`src/rtl/rdy_pkg.sv`:
```
// Shared helpers for the ready-bit table.
// Assumes: the index width is small enough that 2**IDX_W entries fit in flops.
package rdy_pkg;

    // Reset value of one entry: registers holding architectural state start ready.
    function automatic logic reset_flag(input int unsigned entry, input int unsigned arch_regs);
        return (entry < arch_regs);
    endfunction

endpackage

```
`src/rtl/rdy_store.sv`:
```
// Flop array holding one ready flag per physical register.
// Applies one set and one clear per cycle; a clear of the same entry
// overrides a set. Assumes the caller handles any read forwarding.
module rdy_store #(
    parameter int unsigned IDX_W     = 6,
    parameter int unsigned ARCH_REGS = 32,
    localparam int unsigned ENTRIES  = 1 << IDX_W
) (
    input  logic               clk,
    input  logic               rst_n,
    input  logic               set_vld,
    input  logic [IDX_W-1:0]   set_idx,
    input  logic               clr_vld,
    input  logic [IDX_W-1:0]   clr_idx,
    output logic [ENTRIES-1:0] flags
);
    import rdy_pkg::*;

    for (genvar e = 0; e < ENTRIES; e++) begin : g_entry
        logic set_hit;
        logic clr_hit;

        // Decode whether this entry is named by either update port.
        always_comb begin
            set_hit = set_vld && (set_idx == IDX_W'(e));
            clr_hit = clr_vld && (clr_idx == IDX_W'(e));
        end

        // Update the flag: the clear is the younger event and takes priority.
        always_ff @(posedge clk) begin
            if (!rst_n)       flags[e] <= reset_flag(e, ARCH_REGS);
            else if (clr_hit) flags[e] <= 1'b0;
            else if (set_hit) flags[e] <= 1'b1;
        end
    end

endmodule

```
`src/rtl/rdy_read_port.sv`:
```
// One lookup port of the ready table.
// Returns the stored flag, or ready if the same register is being set this
// cycle. A same-cycle clear is deliberately not visible here.
module rdy_read_port #(
    parameter int unsigned IDX_W    = 6,
    localparam int unsigned ENTRIES = 1 << IDX_W
) (
    input  logic [ENTRIES-1:0] flags,
    input  logic               set_vld,
    input  logic [IDX_W-1:0]   set_idx,
    input  logic [IDX_W-1:0]   rd_idx,
    output logic               rd_rdy
);
    // Combine the stored flag with the forwarded writeback.
    always_comb begin
        rd_rdy = flags[rd_idx] | (set_vld && (set_idx == rd_idx));
    end

endmodule

```
`src/rtl/rdy_table.sv`:
```
// Ready-bit table for physical registers with two source lookups,
// a rename-time clear and a writeback-time set that is forwarded to
// the lookups in its own cycle. Assumes at most one set and one clear
// per cycle; the clear wins when both name the same register.
module rdy_table #(
    parameter int unsigned IDX_W     = 6,
    parameter int unsigned ARCH_REGS = 32
) (
    input  logic             clk,
    input  logic             rst_n,
    input  logic             wb_set_vld,
    input  logic [IDX_W-1:0] wb_set_idx,
    input  logic             ren_clr_vld,
    input  logic [IDX_W-1:0] ren_clr_idx,
    input  logic [IDX_W-1:0] src0_idx,
    output logic             src0_rdy,
    input  logic [IDX_W-1:0] src1_idx,
    output logic             src1_rdy
);
    localparam int unsigned ENTRIES = 1 << IDX_W;
    localparam int unsigned PORTS   = 2;

    logic [ENTRIES-1:0]       flags;
    logic [PORTS-1:0][IDX_W-1:0] rd_idx;
    logic [PORTS-1:0]         rd_rdy;

    rdy_store #(.IDX_W(IDX_W), .ARCH_REGS(ARCH_REGS)) u_store (
        .clk     (clk),
        .rst_n   (rst_n),
        .set_vld (wb_set_vld),
        .set_idx (wb_set_idx),
        .clr_vld (ren_clr_vld),
        .clr_idx (ren_clr_idx),
        .flags   (flags)
    );

    // Gather the lookup indices into one vector for the port array.
    always_comb begin
        rd_idx[0] = src0_idx;
        rd_idx[1] = src1_idx;
    end

    for (genvar p = 0; p < PORTS; p++) begin : g_port
        rdy_read_port #(.IDX_W(IDX_W)) u_rd (
            .flags   (flags),
            .set_vld (wb_set_vld),
            .set_idx (wb_set_idx),
            .rd_idx  (rd_idx[p]),
            .rd_rdy  (rd_rdy[p])
        );
    end

    // Drive the per-source outputs from the port array.
    always_comb begin
        src0_rdy = rd_rdy[0];
        src1_rdy = rd_rdy[1];
    end

endmodule

```
`config.mk`:
```
export PLATFORM = sky130hd
export DESIGN_NAME = rdy_table
export DESIGN_NICKNAME = d
export VERILOG_FILES = /design/src/rtl/rdy_pkg.sv /design/src/rtl/rdy_store.sv /design/src/rtl/rdy_read_port.sv /design/src/rtl/rdy_table.sv
export SDC_FILE = /design/constraint.sdc
export NUM_CORES = 1
export LEC_CHECK = 0
export BUFFER_PORTS_ARGS = -buffer_cell sky130_fd_sc_hd__buf_2
export CAP_MARGIN = 5
export CORE_ASPECT_RATIO = 0.7
export CORE_MARGIN = 4
export CORE_UTILIZATION = 40
export DETAILED_ROUTE_END_ITERATION = 10
export SYNTH_ARGS = -nofsm -noshare
export SYNTH_HDL_FRONTEND = slang
export SYNTH_HIERARCHICAL = 1
export SYNTH_SLANG_ARGS = --single-unit
```
`constraint.sdc`:
```
create_clock -name clk -period 7.3 [get_ports clk]
set_input_delay 1.46 -clock clk [delete_from_list [all_inputs] [get_ports clk]]
set_output_delay 1.46 -clock clk [all_outputs]
set_load 0.005 [all_outputs]
```
==> results.md <==
* FMAX at between 150 and 200 MHz
* Final Setup Violations at 0
* Global-route wire length before repair at 20,100 um
* Leakage power at 1.58 nW
* Synthesized area at roughly 4300 um2
* Yosys warnings at 6
* Pins Over Slew Limit at 0
* # diodes at 0
* Post-Syn Nets at approximately 460
* GP Congestion at slightly below 0.9
* Total grt overflow at 0
* Hold EP: u_store/flags[58]
* Cell variety after synth at 44
* Die area at between 10,000 and 15,000 um2
* Final nets at 462
* PwrDens at around 190 nW/um2
* Final WL at ~13,000 um
* 1st-iter DRT viols at 416
* CTS max path bufs at 2
* Largest register FFs at between 60 and 70
* WL per Instance at between 20 and 25 um
* Max FO, Critical Path at 16
* Slew @ Worst Pin at about 1.1 ns
* Die Span Y at between 90 and 100 um
* Reg2Reg Capture Point: u_store/flags[3]
* Logic pwr share at between 10% and 20%
* Biggest register: u_store/flags
* Clock Sink Count at 64
* Flops & latches, synth at 64
* Data required, critical path at 5.84 ns
* Synth Flop Type: dfxtp_1
* R2r setup slk at between 6 and 7 ns
* Most common cell after layout, fill and taps aside: a21oi_1
* P_sw at ~0.21 mW
* Worst clock skew at 0 ns
* Initial Utilization at between 40 and 50%
* Period utilization at just under 70%
* Core Area at roughly 10,000 um2
* CTS Hold Bufs at 0
* DR vias/cell at ~6.5
* EDFF count, synth at 0
* Clock Power Share at between 40% and 50%
* Crit path time final at 5.04 ns
* GRT met2 Usage at between 20% and 30%
* Mapped Cells at around 440
* H-tree Lvls at 3
* Post-route ant nets at 0
* Top Registers: u_store/flags (64)
* P&R area growth vs syn at 7.59%
* Post-synthesis async set-or-reset flop share at 0%
* Sw Share at approximately 25%
* Hold WC Path Type: register to register
* Worst setup SP type: primary input
* GR met1 Demand/Resource at 33.5%
* Setup tns final at 0 ns
* Vias in the first global route at 3,283
* Drt pass-1 iters at 5
* Int Power at ~0.64 mW
* Largest net degree at the start of global routing at 67
* Clock root buffer: clkbuf_16
* Sequential Power Share at between 40% and 50%
* Initial antenna violation count at 0
* Busiest grt layer: met1
* Worst R2R Path Depth at 3
* CTS tree: done
* Endpoint class of the critical path: output pin
* Crit path DAT at ~3.6 ns
* Layout cells sized above 1 at 17.3%
* Peak VDD IR at roughly 120 uV
* Sequential element share of the synthesized area at 29.9%
* Clk_lat worst skew at 0.33 ns
* Post-DP HPWL at roughly 9200 um
* Num CTS Buffers at 9
* Total GRT Usage at between 20% and 30%
* Setup WS pre-CTS at between 2 and 2.5 ns
* IO Count at 30
* IO Port Bufs at 29
* Hold_sp: u_store/flags[58]
* Status: complete, no violations
* Worst slew margin at between 20 and 25%
* Met3 GRT Util at 6.23%
* Setup bufs post-CTS at 0
* Clk slew on worst S/H paths at approximately 0.050 ns
* Endpoints failing hold at 0
* Via count at around 3,700
* CTS resizes at 0
* Rows at 31
* RSZ-0062 raised after global routing: no
* CP Class: primary input to output pin
* Mean Syn Cell Area at ~9.8 um2
* Filler cells at just under 1,000
* MaxCap Viol Count at 0
* Chip width at 132 um
* Hold depth at 2
* Commonest cells after routing, fill and taps aside: a21oi_1 (98), dfxtp_1 (64), nor2_1 (43)
* Reg-to-Reg Start: u_store/flags[3]
* Final setup margin at roughly 2.3 ns
* DRC at 0
-- per-stage QoR --
step / total power [mW] / hold slack [ns] / utilization, % / instances / area (um2)
2_1_floorplan: 0.434 / 0.457 / - / 436 / 4290
3_3_place_gp: 0.456 / 0.474 / 41.6 / 555 / 4330
3_5_place_dp: 0.458 / 0.481 / 41.6 / 555 / 4330
4_1_cts: 0.866 / 0.493 / 44.4 / 571 / 4610
5_1_grt: 0.891 / 0.539 / 44.4 / 571 / 4610
6_report: 0.857 / 0.495 / 44.4 / 571 / 4610
-- routing by layer --
metal,routed length [um],vias to the layer above
li1,-,1674
met1,6500,1825
met2,5170,208
met3,1290,14
met4,168,0
met5,0,-
-- power groups by stage --
stage	Sequential [mW]	Clock [mW]	Combinational, mW
2_1_floorplan	0.361	0	0.0733
3_3_place_gp	0.362	0	0.0945
5_1_grt	0.355	0.431	0.104
6_report	0.355	0.404	0.0975
3_5_place_dp	0.362	0	0.0958
4_1_cts	0.355	0.415	0.0961
-- cell type report --
type	count	area (um2)	area share (%)
Tap cell	132	165	3.58
Clock inverter	3	15.0	0.325
Sequential cell	64	1280	27.8
Timing Repair Buffer	31	160	3.47
Clock buffer	13	270	5.86
Multi-Input combinational cell	328	2720	59.0
-- Yosys cell counts, types with 2 or more instances --
| cell | number | share of area (%) |
|---|---|---|
| nand4_1 | 3 | 0.44 |
| a211o_1 | 2 | 0.41 |
| a2111oi_0 | 2 | 0.41 |
| nor2_1 | 43 | 3.8 |
| nor4_1 | 3 | 0.44 |
| or4b_1 | 3 | 0.70 |
| mux4_1 | 26 | 16 |
| nor3_1 | 6 | 0.70 |
| xnor2_1 | 6 | 1.2 |
| and3_2 | 2 | 0.35 |
| nand2_1 | 2 | 0.18 |
| buf_6 | 8 | 2.1 |
| and2b_2 | 2 | 0.41 |
| and4b_1 | 5 | 1.2 |
| buf_12 | 2 | 0.93 |
| nand4b_1 | 4 | 0.82 |
| dfxtp_1 | 64 | 30 |
| nand2b_1 | 36 | 5.3 |
| nor2b_1 | 2 | 0.29 |
| clkbuf_1 | 11 | 0.96 |
| and4bb_2 | 6 | 1.8 |
| mux4_2 | 10 | 5.3 |
| o41ai_1 | 4 | 0.82 |
| nor4b_2 | 4 | 1.4 |
| buf_2 | 21 | 2.5 |
| o21ai_0 | 28 | 3.3 |
| xor2_1 | 6 | 1.2 |
| clkbuf_4 | 2 | 0.35 |
| and3b_1 | 2 | 0.41 |
| mux2i_1 | 4 | 0.93 |
| a211oi_1 | 2 | 0.35 |
| a21oi_1 | 98 | 11 |
| nand4bb_1 | 4 | 1.1 |
| a22o_1 | 2 | 0.41 |
| a211o_2 | 2 | 0.47 |
-- worst max path at each step --
stage / to / depth (start not counted) / slack, ns / from
after global placement: src1_rdy / 7 / 2.29 / src1_idx[1]
after global routing: src0_rdy / 7 / 2.19 / src0_idx[1]
after floorplan: src0_rdy / 6 / 2.73 / src0_idx[1]
final: src0_rdy / 7 / 2.26 / src0_idx[1]
after CTS: src0_rdy / 7 / 2.25 / src0_idx[1]
after detailed placement: src0_rdy / 7 / 2.25 / src0_idx[1]
-- kinds of logic after synthesis --
group | synth area share [%]
muxes | 22.1
xor gates and xnor gates | 2.45
buffers and inverters | 6.80
and+or+nand+nor | 21.2
DFF | 29.9
AOI/OAI and AO/OA | 17.6
-- critical path: stages --
cell and delay (ns):
buf_2 0.37, mux4_1 0.61, and2b_2 0.21, a211o_2 0.30, a22o_1 0.22, a211o_1 0.28, buf_2 0.12
Power figures use the tool's default switching activity.
